===== config.mk =====
export PLATFORM = sky130hd
export DESIGN_NAME = desc_flush_ctrl
export DESIGN_NICKNAME = d
export VERILOG_FILES = /design/src/rtl/dfc_pkg.sv /design/src/rtl/dfc_cmd_collect.sv /design/src/rtl/dfc_line_array.sv /design/src/rtl/dfc_block_slots.sv /design/src/rtl/desc_flush_ctrl.sv
export SDC_FILE = /design/constraint.sdc
export NUM_CORES = 1
export LEC_CHECK = 0
export BUFFER_PORTS_ARGS = -buffer_cell sky130_fd_sc_hd__buf_2
export CAP_MARGIN = 20
export CORE_ASPECT_RATIO = 1.2
export CORE_MARGIN = 4
export CORE_UTILIZATION = 50
export CTS_CLUSTER_DIAMETER = 150
export DETAILED_ROUTE_END_ITERATION = 8
export GPL_TIMING_DRIVEN = 1
export HOLD_SLACK_MARGIN = 0.1
export PLACE_DENSITY = 0.72
export REMOVE_ABC_BUFFERS = 1
export SKIP_CTS_REPAIR_TIMING = 1
export SLEW_MARGIN = 20
export SYNTH_ARGS = -nofsm -noshare
export SYNTH_HDL_FRONTEND = slang
export SYNTH_SLANG_ARGS = --single-unit

===== constraint.sdc =====
create_clock -name clk -period 16.45 [get_ports clk]
set_clock_uncertainty 0.15 [all_clocks]
set_input_delay 2.4675 -clock clk [delete_from_list [all_inputs] [get_ports clk]]
set_output_delay 2.4675 -clock clk [all_outputs]
set_load 0.005 [all_outputs]

===== src/rtl/dfc_pkg.sv =====
package dfc_pkg;
    localparam int ADDR_W = 40;
    localparam int WORD_W = 32;
    localparam int NUM_W  = 16;
    localparam int SLOTS  = 4;
    localparam int SLOT_W = 2;

    typedef enum logic [1:0] {
        CODE_OK        = 2'd0,
        CODE_REL_FREE  = 2'd1,
        CODE_SLOT_BUSY = 2'd2
    } code_e;

    typedef enum logic [2:0] {
        S_COLLECT,
        S_RELEASE,
        S_CHECK,
        S_FORWARD,
        S_FLUSH,
        S_CLAIM,
        S_FLUSH_ALL,
        S_REPORT
    } state_e;

    typedef struct packed {
        logic [NUM_W-1:0]  num;
        logic              want_status;
        logic [ADDR_W-1:0] addr;
        logic              fwd;
        logic              rel;
        logic [SLOT_W-1:0] slot;
        logic              keep;
        logic              blk;
        logic              whole;
    } cmd_t;
endpackage


===== src/rtl/dfc_cmd_collect.sv =====
module dfc_cmd_collect
    import dfc_pkg::*;
#(
    parameter int CMD_WORDS = 9
) (
    input  logic              clk,
    input  logic              rst_n,
    input  logic              fire,
    input  logic [WORD_W-1:0] data,
    output logic              last,
    output cmd_t              cmd
);
    localparam int CNT_W = $clog2(CMD_WORDS);

    logic [CNT_W-1:0] cnt_q;

    assign last = fire && (cnt_q == CNT_W'(CMD_WORDS - 1));

    always_ff @(posedge clk) begin
        if (!rst_n) begin
            cnt_q <= '0;
            cmd   <= '0;
        end else if (fire) begin
            cnt_q <= last ? '0 : cnt_q + CNT_W'(1);
            if (cnt_q == CNT_W'(0)) begin
                cmd.num         <= data[15:0];
                cmd.want_status <= data[16];
            end else if (cnt_q == CNT_W'(1)) begin
                cmd.addr[31:0] <= data;
            end else if (cnt_q == CNT_W'(2)) begin
                cmd.addr[39:32] <= data[7:0];
                cmd.fwd         <= data[8];
                cmd.rel         <= data[9];
                cmd.slot        <= data[11:10];
                cmd.keep        <= data[12];
                cmd.blk         <= data[13];
                cmd.whole       <= data[14];
            end
        end
    end
endmodule


===== src/rtl/dfc_line_array.sv =====
module dfc_line_array
    import dfc_pkg::*;
#(
    parameter int LINES = 4
) (
    input  logic              clk,
    input  logic              rst_n,
    input  logic              lk_fire,
    input  logic [ADDR_W-1:0] lk_addr,
    input  logic              lk_write,
    output logic              lk_hit,
    input  logic [((LINES > 1) ? $clog2(LINES) : 1)-1:0] rd_idx,
    output logic              rd_valid,
    output logic              rd_dirty,
    output logic [ADDR_W-1:0] rd_tag,
    input  logic              upd_en,
    input  logic [((LINES > 1) ? $clog2(LINES) : 1)-1:0] upd_idx,
    input  logic              upd_inval
);
    localparam int IDX_W = (LINES > 1) ? $clog2(LINES) : 1;

    logic [LINES-1:0]  valid_q;
    logic [LINES-1:0]  dirty_q;
    logic [ADDR_W-1:0] tag_q [LINES];
    logic [LINES-1:0]  match;
    logic [IDX_W-1:0]  lk_idx;

    assign lk_idx = lk_addr[IDX_W-1:0];

    for (genvar g = 0; g < LINES; g++) begin : g_match
        assign match[g] = valid_q[g] && (tag_q[g] == lk_addr);
    end

    assign lk_hit   = match[lk_idx];
    assign rd_valid = valid_q[rd_idx];
    assign rd_dirty = dirty_q[rd_idx];
    assign rd_tag   = tag_q[rd_idx];

    always_ff @(posedge clk) begin
        if (!rst_n) begin
            valid_q <= '0;
            dirty_q <= '0;
            for (int i = 0; i < LINES; i++) tag_q[i] <= '0;
        end else begin
            for (int i = 0; i < LINES; i++) begin
                if (upd_en && (upd_idx == IDX_W'(i))) begin
                    if (upd_inval) valid_q[i] <= 1'b0;
                    dirty_q[i] <= 1'b0;
                end else if (lk_fire && (lk_idx == IDX_W'(i))) begin
                    if (match[i]) begin
                        dirty_q[i] <= dirty_q[i] | lk_write;
                    end else begin
                        tag_q[i]   <= lk_addr;
                        valid_q[i] <= 1'b1;
                        dirty_q[i] <= lk_write;
                    end
                end
            end
        end
    end
endmodule


===== src/rtl/dfc_block_slots.sv =====
module dfc_block_slots
    import dfc_pkg::*;
(
    input  logic              clk,
    input  logic              rst_n,
    input  logic              set_en,
    input  logic [SLOT_W-1:0] set_idx,
    input  logic [ADDR_W-1:0] set_addr,
    input  logic              clr_en,
    input  logic [SLOT_W-1:0] clr_idx,
    input  logic              ub_valid,
    input  logic              ub_whole,
    input  logic [SLOT_W-1:0] ub_idx,
    input  logic              glob_set,
    input  logic [ADDR_W-1:0] chk_addr,
    output logic [SLOTS-1:0]  busy,
    output logic              addr_blocked,
    output logic              glob_blk
);
    logic [ADDR_W-1:0] addr_q [SLOTS];
    logic [SLOTS-1:0]  hit;

    for (genvar g = 0; g < SLOTS; g++) begin : g_cmp
        assign hit[g] = busy[g] && (addr_q[g] == chk_addr);
    end

    assign addr_blocked = |hit;

    always_ff @(posedge clk) begin
        if (!rst_n) begin
            busy     <= '0;
            glob_blk <= 1'b0;
            for (int i = 0; i < SLOTS; i++) addr_q[i] <= '0;
        end else begin
            for (int i = 0; i < SLOTS; i++) begin
                if (ub_valid && !ub_whole && (ub_idx == SLOT_W'(i))) busy[i] <= 1'b0;
                if (clr_en && (clr_idx == SLOT_W'(i))) busy[i] <= 1'b0;
                if (set_en && (set_idx == SLOT_W'(i))) begin
                    busy[i]   <= 1'b1;
                    addr_q[i] <= set_addr;
                end
            end
            if (glob_set) glob_blk <= 1'b1;
            else if (ub_valid && ub_whole) glob_blk <= 1'b0;
        end
    end
endmodule


===== src/rtl/desc_flush_ctrl.sv =====
module desc_flush_ctrl
    import dfc_pkg::*;
#(
    parameter int LINES     = 4,
    parameter int CMD_WORDS = 9
) (
    input  logic         clk,
    input  logic         rst_n,
    input  logic         cmd_valid,
    output logic         cmd_ready,
    input  logic [31:0]  cmd_data,
    input  logic         lk_valid,
    input  logic [39:0]  lk_addr,
    input  logic         lk_write,
    output logic         lk_ready,
    output logic         lk_hit,
    input  logic         ub_valid,
    input  logic         ub_whole,
    input  logic [1:0]   ub_slot,
    output logic         wb_valid,
    input  logic         wb_ready,
    output logic [39:0]  wb_addr,
    output logic         fwd_req,
    output logic [39:0]  fwd_addr,
    input  logic         fwd_done,
    output logic         st_valid,
    output logic [15:0]  st_num,
    output logic [1:0]   st_code
);
    localparam int IDX_W = (LINES > 1) ? $clog2(LINES) : 1;

    state_e            state_q, state_d;
    code_e             code_q, code_d;
    logic [IDX_W-1:0]  idx_q, idx_d;

    cmd_t              cmd;
    logic              cmd_fire, cmd_last;
    logic              lk_fire;
    logic [IDX_W-1:0]  rd_idx;
    logic              rd_valid, rd_dirty;
    logic [ADDR_W-1:0] rd_tag;
    logic              tag_ok, line_hit, line_wb, step_done;
    logic              upd_en, upd_inval;
    logic [SLOTS-1:0]  slot_busy;
    logic              addr_blocked, glob_blk;
    logic              set_en, clr_en, glob_set;

    assign cmd_fire = cmd_valid && cmd_ready;
    assign lk_fire  = lk_valid && lk_ready;

    dfc_cmd_collect #(.CMD_WORDS(CMD_WORDS)) u_collect (
        .clk  (clk),
        .rst_n(rst_n),
        .fire (cmd_fire),
        .data (cmd_data),
        .last (cmd_last),
        .cmd  (cmd)
    );

    dfc_line_array #(.LINES(LINES)) u_lines (
        .clk      (clk),
        .rst_n    (rst_n),
        .lk_fire  (lk_fire),
        .lk_addr  (lk_addr),
        .lk_write (lk_write),
        .lk_hit   (lk_hit),
        .rd_idx   (rd_idx),
        .rd_valid (rd_valid),
        .rd_dirty (rd_dirty),
        .rd_tag   (rd_tag),
        .upd_en   (upd_en),
        .upd_idx  (rd_idx),
        .upd_inval(upd_inval)
    );

    dfc_block_slots u_slots (
        .clk         (clk),
        .rst_n       (rst_n),
        .set_en      (set_en),
        .set_idx     (cmd.slot),
        .set_addr    (cmd.addr),
        .clr_en      (clr_en),
        .clr_idx     (cmd.slot),
        .ub_valid    (ub_valid),
        .ub_whole    (ub_whole),
        .ub_idx      (ub_slot),
        .glob_set    (glob_set),
        .chk_addr    (lk_addr),
        .busy        (slot_busy),
        .addr_blocked(addr_blocked),
        .glob_blk    (glob_blk)
    );

    // Line selection: counter during the whole-cache walk, address index otherwise
    assign rd_idx    = (state_q == S_FLUSH_ALL) ? idx_q : cmd.addr[IDX_W-1:0];
    assign tag_ok    = (state_q == S_FLUSH_ALL) || (rd_tag == cmd.addr);
    assign line_hit  = rd_valid && tag_ok;
    assign line_wb   = line_hit && rd_dirty;
    assign step_done = !line_wb || wb_ready;

    // State register
    always_ff @(posedge clk) begin
        if (!rst_n) begin
            state_q <= S_COLLECT;
            code_q  <= CODE_OK;
            idx_q   <= '0;
        end else begin
            state_q <= state_d;
            code_q  <= code_d;
            idx_q   <= idx_d;
        end
    end

    // Next state
    always_comb begin
        state_d = state_q;
        code_d  = code_q;
        idx_d   = idx_q;
        unique case (state_q)
            S_COLLECT: begin
                if (cmd_last) begin
                    code_d = CODE_OK;
                    idx_d  = '0;
                    if (cmd.whole)    state_d = S_FLUSH_ALL;
                    else if (cmd.rel) state_d = S_RELEASE;
                    else              state_d = S_CHECK;
                end
            end
            S_RELEASE: begin
                if (!slot_busy[cmd.slot]) begin
                    code_d  = CODE_REL_FREE;
                    state_d = S_REPORT;
                end else begin
                    state_d = S_CHECK;
                end
            end
            S_CHECK: begin
                if (cmd.blk && slot_busy[cmd.slot]) begin
                    code_d  = CODE_SLOT_BUSY;
                    state_d = S_REPORT;
                end else begin
                    state_d = cmd.fwd ? S_FORWARD : S_FLUSH;
                end
            end
            S_FORWARD: begin
                if (fwd_done) state_d = S_FLUSH;
            end
            S_FLUSH: begin
                if (step_done) state_d = cmd.blk ? S_CLAIM : S_REPORT;
            end
            S_CLAIM: state_d = S_REPORT;
            S_FLUSH_ALL: begin
                if (step_done) begin
                    if (idx_q == IDX_W'(LINES - 1)) state_d = S_REPORT;
                    else idx_d = idx_q + IDX_W'(1);
                end
            end
            S_REPORT: state_d = S_COLLECT;
            default:  state_d = S_COLLECT;
        endcase
    end

    // Outputs
    always_comb begin
        cmd_ready = 1'b0;
        wb_valid  = 1'b0;
        fwd_req   = 1'b0;
        st_valid  = 1'b0;
        upd_en    = 1'b0;
        upd_inval = 1'b1;
        set_en    = 1'b0;
        clr_en    = 1'b0;
        glob_set  = 1'b0;
        unique case (state_q)
            S_COLLECT: begin
                cmd_ready = 1'b1;
                glob_set  = cmd_last && cmd.whole;
            end
            S_RELEASE: clr_en = slot_busy[cmd.slot];
            S_CHECK:   ;
            S_FORWARD: fwd_req = 1'b1;
            S_FLUSH: begin
                wb_valid  = line_wb;
                upd_en    = line_hit && step_done;
                upd_inval = !cmd.keep;
            end
            S_CLAIM:   set_en = 1'b1;
            S_FLUSH_ALL: begin
                wb_valid = line_wb;
                upd_en   = step_done;
            end
            S_REPORT:  st_valid = cmd.want_status;
            default:   ;
        endcase
    end

    assign lk_ready = !(glob_blk || addr_blocked);
    assign wb_addr  = rd_tag;
    assign fwd_addr = cmd.addr;
    assign st_num   = cmd.num;
    assign st_code  = code_q;
endmodule


# Yosys cells after proc, flatten, opt, wreduce, memory -nomap -nowiden
# Memories as Yosys holds them, arrays and structs flattened.
# Cells that the tools add are included.
word_totals:
  ff_bits: 88
  ramBits: 320
  elab_cells: 285
  memories: 2
mem_list:
  columns: ["memory", "words", "width", "read_ports", "rd_ports_with_merged_regs", "write_ports", "line", "source"]
  rows:
  - ["u_lines.tag_q", 4, 40, 5, 0, 4, "dfc_line_array.sv:24", "logic [ADDR_W-1:0] tag_q [LINES];"]
  - ["u_slots.addr_q", 4, 40, 4, 0, 4, "dfc_block_slots.sv:20", "logic [ADDR_W-1:0] addr_q [SLOTS];"]
op_classes:
  add_sub_neg: 2
  magnitude_cmp: 3
  eq_ne: 48
  n_mux: 110
  bitwise: 15
  reduce_logical: 78
op_table:
  columns: ["op", "n"]
  rows:
  - ["40-bit == test", 9]
  - ["40-bit 2-to-1 mux", 8]
  - ["1-bit 2-to-1 mux", 76]
  - ["1-bit logical AND", 38]
  - ["3-bit 2-to-1 mux", 9]
  - ["3-bit one-hot mux with 8 select lines", 1]
  - ["2-bit != test (second input constant)", 11]
  - ["2-bit == test (second input constant)", 9]
  - ["2-bit 2-to-1 mux", 8]
  - ["3-bit AND reduction", 5]
  - ["3-bit nonzero test", 5]
  - ["3-bit == test (second input constant)", 4]
  - ["1-bit OR", 12]
  - ["4-bit AND reduction", 3]
  - ["2-bit nonzero test", 6]
  - ["2-bit by 1-bit != test with 1-bit output (second input constant)", 5]
  - ["2-bit OR reduction", 5]
  - ["2-bit by 3-bit < comparator with 1-bit output (second input constant)", 3]
  - ["1-bit binary-select mux with 2-bit select", 4]
  - ["2-bit by 1-bit == test with 1-bit output (second input constant)", 4]
  - ["2-bit zero test", 4]
  - ["3-bit by 2-bit == test with 1-bit output (second input constant)", 2]
  - ["2-bit one-hot mux with 3 select lines", 1]
  - ["5-bit AND reduction", 1]
  - ["16 further kinds", 23]

# Longest topological paths before layout
# An unclocked memory read counts as a cell.
logic_depth:
  depth_word: 16
  depth_mapped: 14
  depth_no_buf: 9

# Hierarchy
# Synthesis repeated with hierarchy kept, for this count alone.
unflattened:
  cells_unflattened: 1782
  area_unflattened_um2: 21398.0
by_module_without_submodules:
  columns: ["mod", "n_inst", "cells_per_inst", "area_per_inst_um2"]
  rows:
  - ["dfc_line_array", 1, 708, 9396.5]
  - ["dfc_block_slots", 1, 635, 8119.0]
  - ["dfc_cmd_collect", 1, 292, 2758.9]
  - ["desc_flush_ctrl", 1, 147, 1123.6]

# Worst setup path before layout
# OpenSTA, ideal clock, no wires.
synth_path:
  kind: "input to register"
  start: "in lk_addr[19]"
  end: "mem u_lines.tag_q[2][0] (enable)"
  arrival_ns: 7.199
  required_ns: 15.807
  path_slack_ns: 8.608
  stages: 9
  path_buffers: 1
  path_cell_list: "buf_2 -> inv_1 -> o2111ai_1 -> a2111oi_0 -> nand4_1 -> nand4_1 -> nor3b_1 -> or4b_2 -> o21ai_0"
synth_lines:
  columns: ["element", "line", "source"]
  rows:
  - ["start: declaration", "desc_flush_ctrl.sv:13", "input logic [39:0] lk_addr,"]
  - ["end: declaration", "dfc_line_array.sv:24", null]

# Worst setup path after layout
layout_path:
  start: "reg state_q[0]"
  end: "out wb_valid"
layout_between:
  elab_chain_cells: 8
layout_lines:
  columns: ["element", "line", "source"]
  rows:
  - ["start: declaration", "desc_flush_ctrl.sv:32", "state_e state_q, state_d;"]
  - ["start signal: assignment", "desc_flush_ctrl.sv:108", "state_q <= state_d;"]
  - ["3-bit == test", "desc_flush_ctrl.sv:95, desc_flush_ctrl.sv:96, desc_flush_ctrl.sv:174", null]
  - ["2-bit 2-to-1 mux", "desc_flush_ctrl.sv:95", "assign rd_idx = (state_q == S_FLUSH_ALL) ? idx_q : cmd.addr[IDX_W-1:0];"]
  - ["memory 4 x 40 bit", null, null]
  - ["40-bit == test", "desc_flush_ctrl.sv:96", "assign tag_ok = (state_q == S_FLUSH_ALL) || (rd_tag == cmd.addr);"]
  - ["1-bit logical OR", "desc_flush_ctrl.sv:96", null]
  - ["1-bit logical AND", "desc_flush_ctrl.sv:97", "assign line_hit = rd_valid && tag_ok;"]
  - ["1-bit logical AND", "desc_flush_ctrl.sv:98", "assign line_wb = line_hit && rd_dirty;"]
  - ["1-bit 2-to-1 mux (*)", "desc_flush_ctrl.sv:174", "unique case (state_q)"]
  - ["end: declaration", "desc_flush_ctrl.sv:20", "output logic wb_valid,"]
# Mark *: on every way between the ends. The rest lies on a longest branch, timed or not. The select of a mux whose other input is x is not followed.

==> results.cfg <==
[status]
outcome = finished clean

[run]
drv_cap = 0

[global_routing]
grt.total_usage = 0.313
antenna_found_initial = 6
grt_max_degree = 73
overflow = 0
grt_pass1_wl_um = 115000
grt_pass1_vias = 17261

[route]
drcViolationCount = 0
vias = 17555
dr.pass1.iters = 5
drtIter0Drc = 2145
vias_per_cell = 6.17
ant_nets = 0
wire_per_inst_um = 28.1
routed_wl_um = 79800

[clocking]
root_buffer = clkbuf_16
numCtsBuffers = 44
clockBufferDepth = 3
clock_latency_ns = 0.58
htree_levels = 2
cts.reportedPaths.clkPinSlew_ns = 0.06
clock_sinks = 408
cts_tree = done

[finish]
area_delta_synth_final_pct = 10.9
fillerInstances = 3923
seq_area_um2 = 11400
fin_cells = 2844
final_cell_area_um2 = 25700
multi_input_area_um2 = 10700
nNetsFinal = 2277
drive_gt1_frac = 0.178

[critical_path]
worstPathRequired_ns = 13.83
crit_fanout = 22
rr_startpoint = state_q[0]$_SDFFE_PN0P_
reg2reg_setup_slack_ns = 9.97
r2r_cells = 11
cp.arrival_ns = 5.15
reg2reg_to = u_lines.tag_q[0][34]$_SDFFCE_PN0P_
end_kind = primary output
crit_type = flip-flop to primary output
critPathLaunchType = flip-flop

[hold_path]
whs_endpoint = u_collect.cmd[54]$_SDFFE_PN0P_
min_path_type = flip-flop to flip-flop
hold_depth = 2
worstHoldStart = u_collect.cmd[54]$_SDFFE_PN0P_

[placed_design]
numPortBuffers = 186
dp.cells = 2759
dpl.hpwl_um = 55900
gp_congestion = 1.01
placed_cell_area_um2 = 24200

[sta]
min_period_ns = 7.77
fin_setup_tns_ns = 0
max_slew.worst_pin.slew_ns = 1.11
rsz0062_at_grt = no
setup_viol = 0
fin_crit_sh = 0.472
hold_viol = 0
fmax_mhz = 129
holdWs_ns = 0.305
final_max_slew_viol_count = 0
max-slew-margin-rel = 0.258

[yosys]
synth_cells = 2131
syn-cell-area_um2 = 23200
ys_seq_elements = 408
synth_edf_count = 320
yosysUniqueCellTypes = 66
ys_warn_count = 0
avgSynthCellArea_um2 = 10.9
yosysSeqAreaShare = 0.490
synthArstFlopShare = 0
synth_ff_type = edfxtp_1

[floorplanning]
fp.dieH_um = 244
io_pins = 187
dieArea_um2 = 49900
start_util = 0.505
dieWidth_um = 205
coreArea_um2 = 45900
num_rows = 86

[power]
report.power.total_w = 0.00257
irDropWorstVdd_mv = 0.0904
p_leak_nw = 9.11
cellPowerDensity_nw_per_um2 = 100
cell type report:
| cell class | instances | share of cell area |
|---|---|---|
| inverters | 51 | 0.00744 |
| diodes | 3 | 0.000292 |
| clock buffers | 58 | 0.0488 |
| clock inverters | 24 | 0.00987 |
| well taps | 616 | 0.0299 |
| repair buffers | 222 | 0.0467 |
| multi-input cells | 1462 | 0.415 |
| flip-flops and latches | 408 | 0.442 |
metrics by stage:
stage | setup slack (ns) | util
final | 8.68 | 0.560
after detailed placement | 9.06 | 0.527
after CTS | 8.81 | 0.560
after global placement | 9.04 | 0.527
after global routing | 8.56 | 0.560
after floorplan | 8.11 | -
cells by family (layout without fill, tap and decap cells):
kind of cell	Yosys count	count (layout)	share of synthesized area
AO/OA/AOI/OAI	145	145	0.0396
XOR/XNOR	368	368	0.139
adder cells (fa/ha/maj)	5	5	0.00270
buffers and inverters	264	355	0.0565
flip-flops	408	408	0.490
multiplexers	149	149	0.0992
other	1	7	0.000162
AND/OR/NAND/NOR	791	791	0.173
per-layer routing:
| metal | vias to the layer above | part of all wire | routed length, um | track usage |
|---|---|---|---|---|
| met1 | 8565 | 0.37 | 29500 | 0.407 |
| li1 | 7591 | - | - | - |
| met3 | 240 | 0.11 | 8610 | 0.0680 |
| met4 | 4 | 0.065 | 5190 | 0.165 |
| met5 | - | 0.00033 | 26 | 0 |
| met2 | 1155 | 0.46 | 36500 | 0.495 |
layout by cell type, fill, tap and decap left out, drive strengths merged, types with 3 or more instances in the layout:
cell type	instances
diode	3
conb	4
o2111ai	7
nor3	173
o22ai	6
ha	5
clkinv	16
edfxtp	320
dfxtp	88
xnor2	286
a211oi	7
a21oi	63
inv	54
clkbuf	58
and3b	3
a31oi	5
and2	164
a21o	3
mux4	63
o21ai	23
nor2	63
nand3	35
bufinv	4
o211ai	4
nor2b	6
nor4	28
mux2i	77
nand4b	3
nand4	68
nand2b	7
xor2	82
nand2	227
mux2	9
buf	222
a2111oi	6
state kept, by name, summed over array words and instances, names as in the netlist:
register	count
u_lines.tag_q	160
u_slots.addr_q	160
u_collect.cmd	64
u_collect.cnt_q	4
u_lines.dirty_q	4
u_lines.valid_q	4
u_slots.busy	4
state_q	3
idx_q	2
st_code	2
u_slots.glob_blk	1
cells in the mapped netlist (all sizes together), types with 3 or more instances:
cell type,instances,area [um2]
clkbuf,75,283
a31oi,5,31.3
mux2i,77,783
mux4,63,1420
and2,164,1030
nor4,28,190
buf,138,838
a211oi,7,52.6
a21oi,63,315
xor2,82,718
ha,5,62.6
nand2b,7,43.8
inv,51,191
and3b,3,26.3
nand2,227,852
o211ai,4,45.1
o22ai,6,37.5
o2111ai,7,61.3
nor3,173,866
dfxtp,88,1760
a21o,3,22.5
nand4,68,425
nand3,35,175
nand4b,3,26.3
xnor2,286,2500
mux2,9,101
a2111oi,6,58.8
edfxtp,320,9610
o21ai,23,119
nor2,63,236
nor2b,6,37.5
power breakdown:
group	leakage, nW	internal, W	switching (W)	total, W
clock	0.749	0.000606	0.000431	0.00104
sequential	3.94	0.00116	0.0000488	0.00121
combinational	4.42	0.000121	0.000204	0.000325
total	9.11	0.00189	0.000683	0.00257
how the worst max path moves through the flow:
stage | from | to | slack, ns | cells after the start
floorplan | lk_addr[12] | u_lines.tag_q[3][0]$_SDFFCE_PN0P_ | 8.11 | 8
global placement | lk_addr[0] | lk_hit | 9.04 | 9
detailed placement | lk_addr[0] | lk_hit | 9.06 | 9
CTS | state_q[0]$_SDFFE_PN0P_ | wb_valid | 8.81 | 10
global route | state_q[0]$_SDFFE_PN0P_ | wb_valid | 8.56 | 10
finish | state_q[0]$_SDFFE_PN0P_ | wb_valid | 8.68 | 10
critical path, stage by stage, from the launching register on:
cell and delay [ns]:
dfxtp_1 0.57, nand3b_1 0.16, buf_4 0.37, mux2i_4 0.83, nand3_1 0.42, and3_1 0.29
or4_1 0.52, nor4b_1 0.73, nand3_1 0.26, a21oi_1 0.23, buf_2 0.14
No activity file was read; power rests on OpenSTA's default activity.
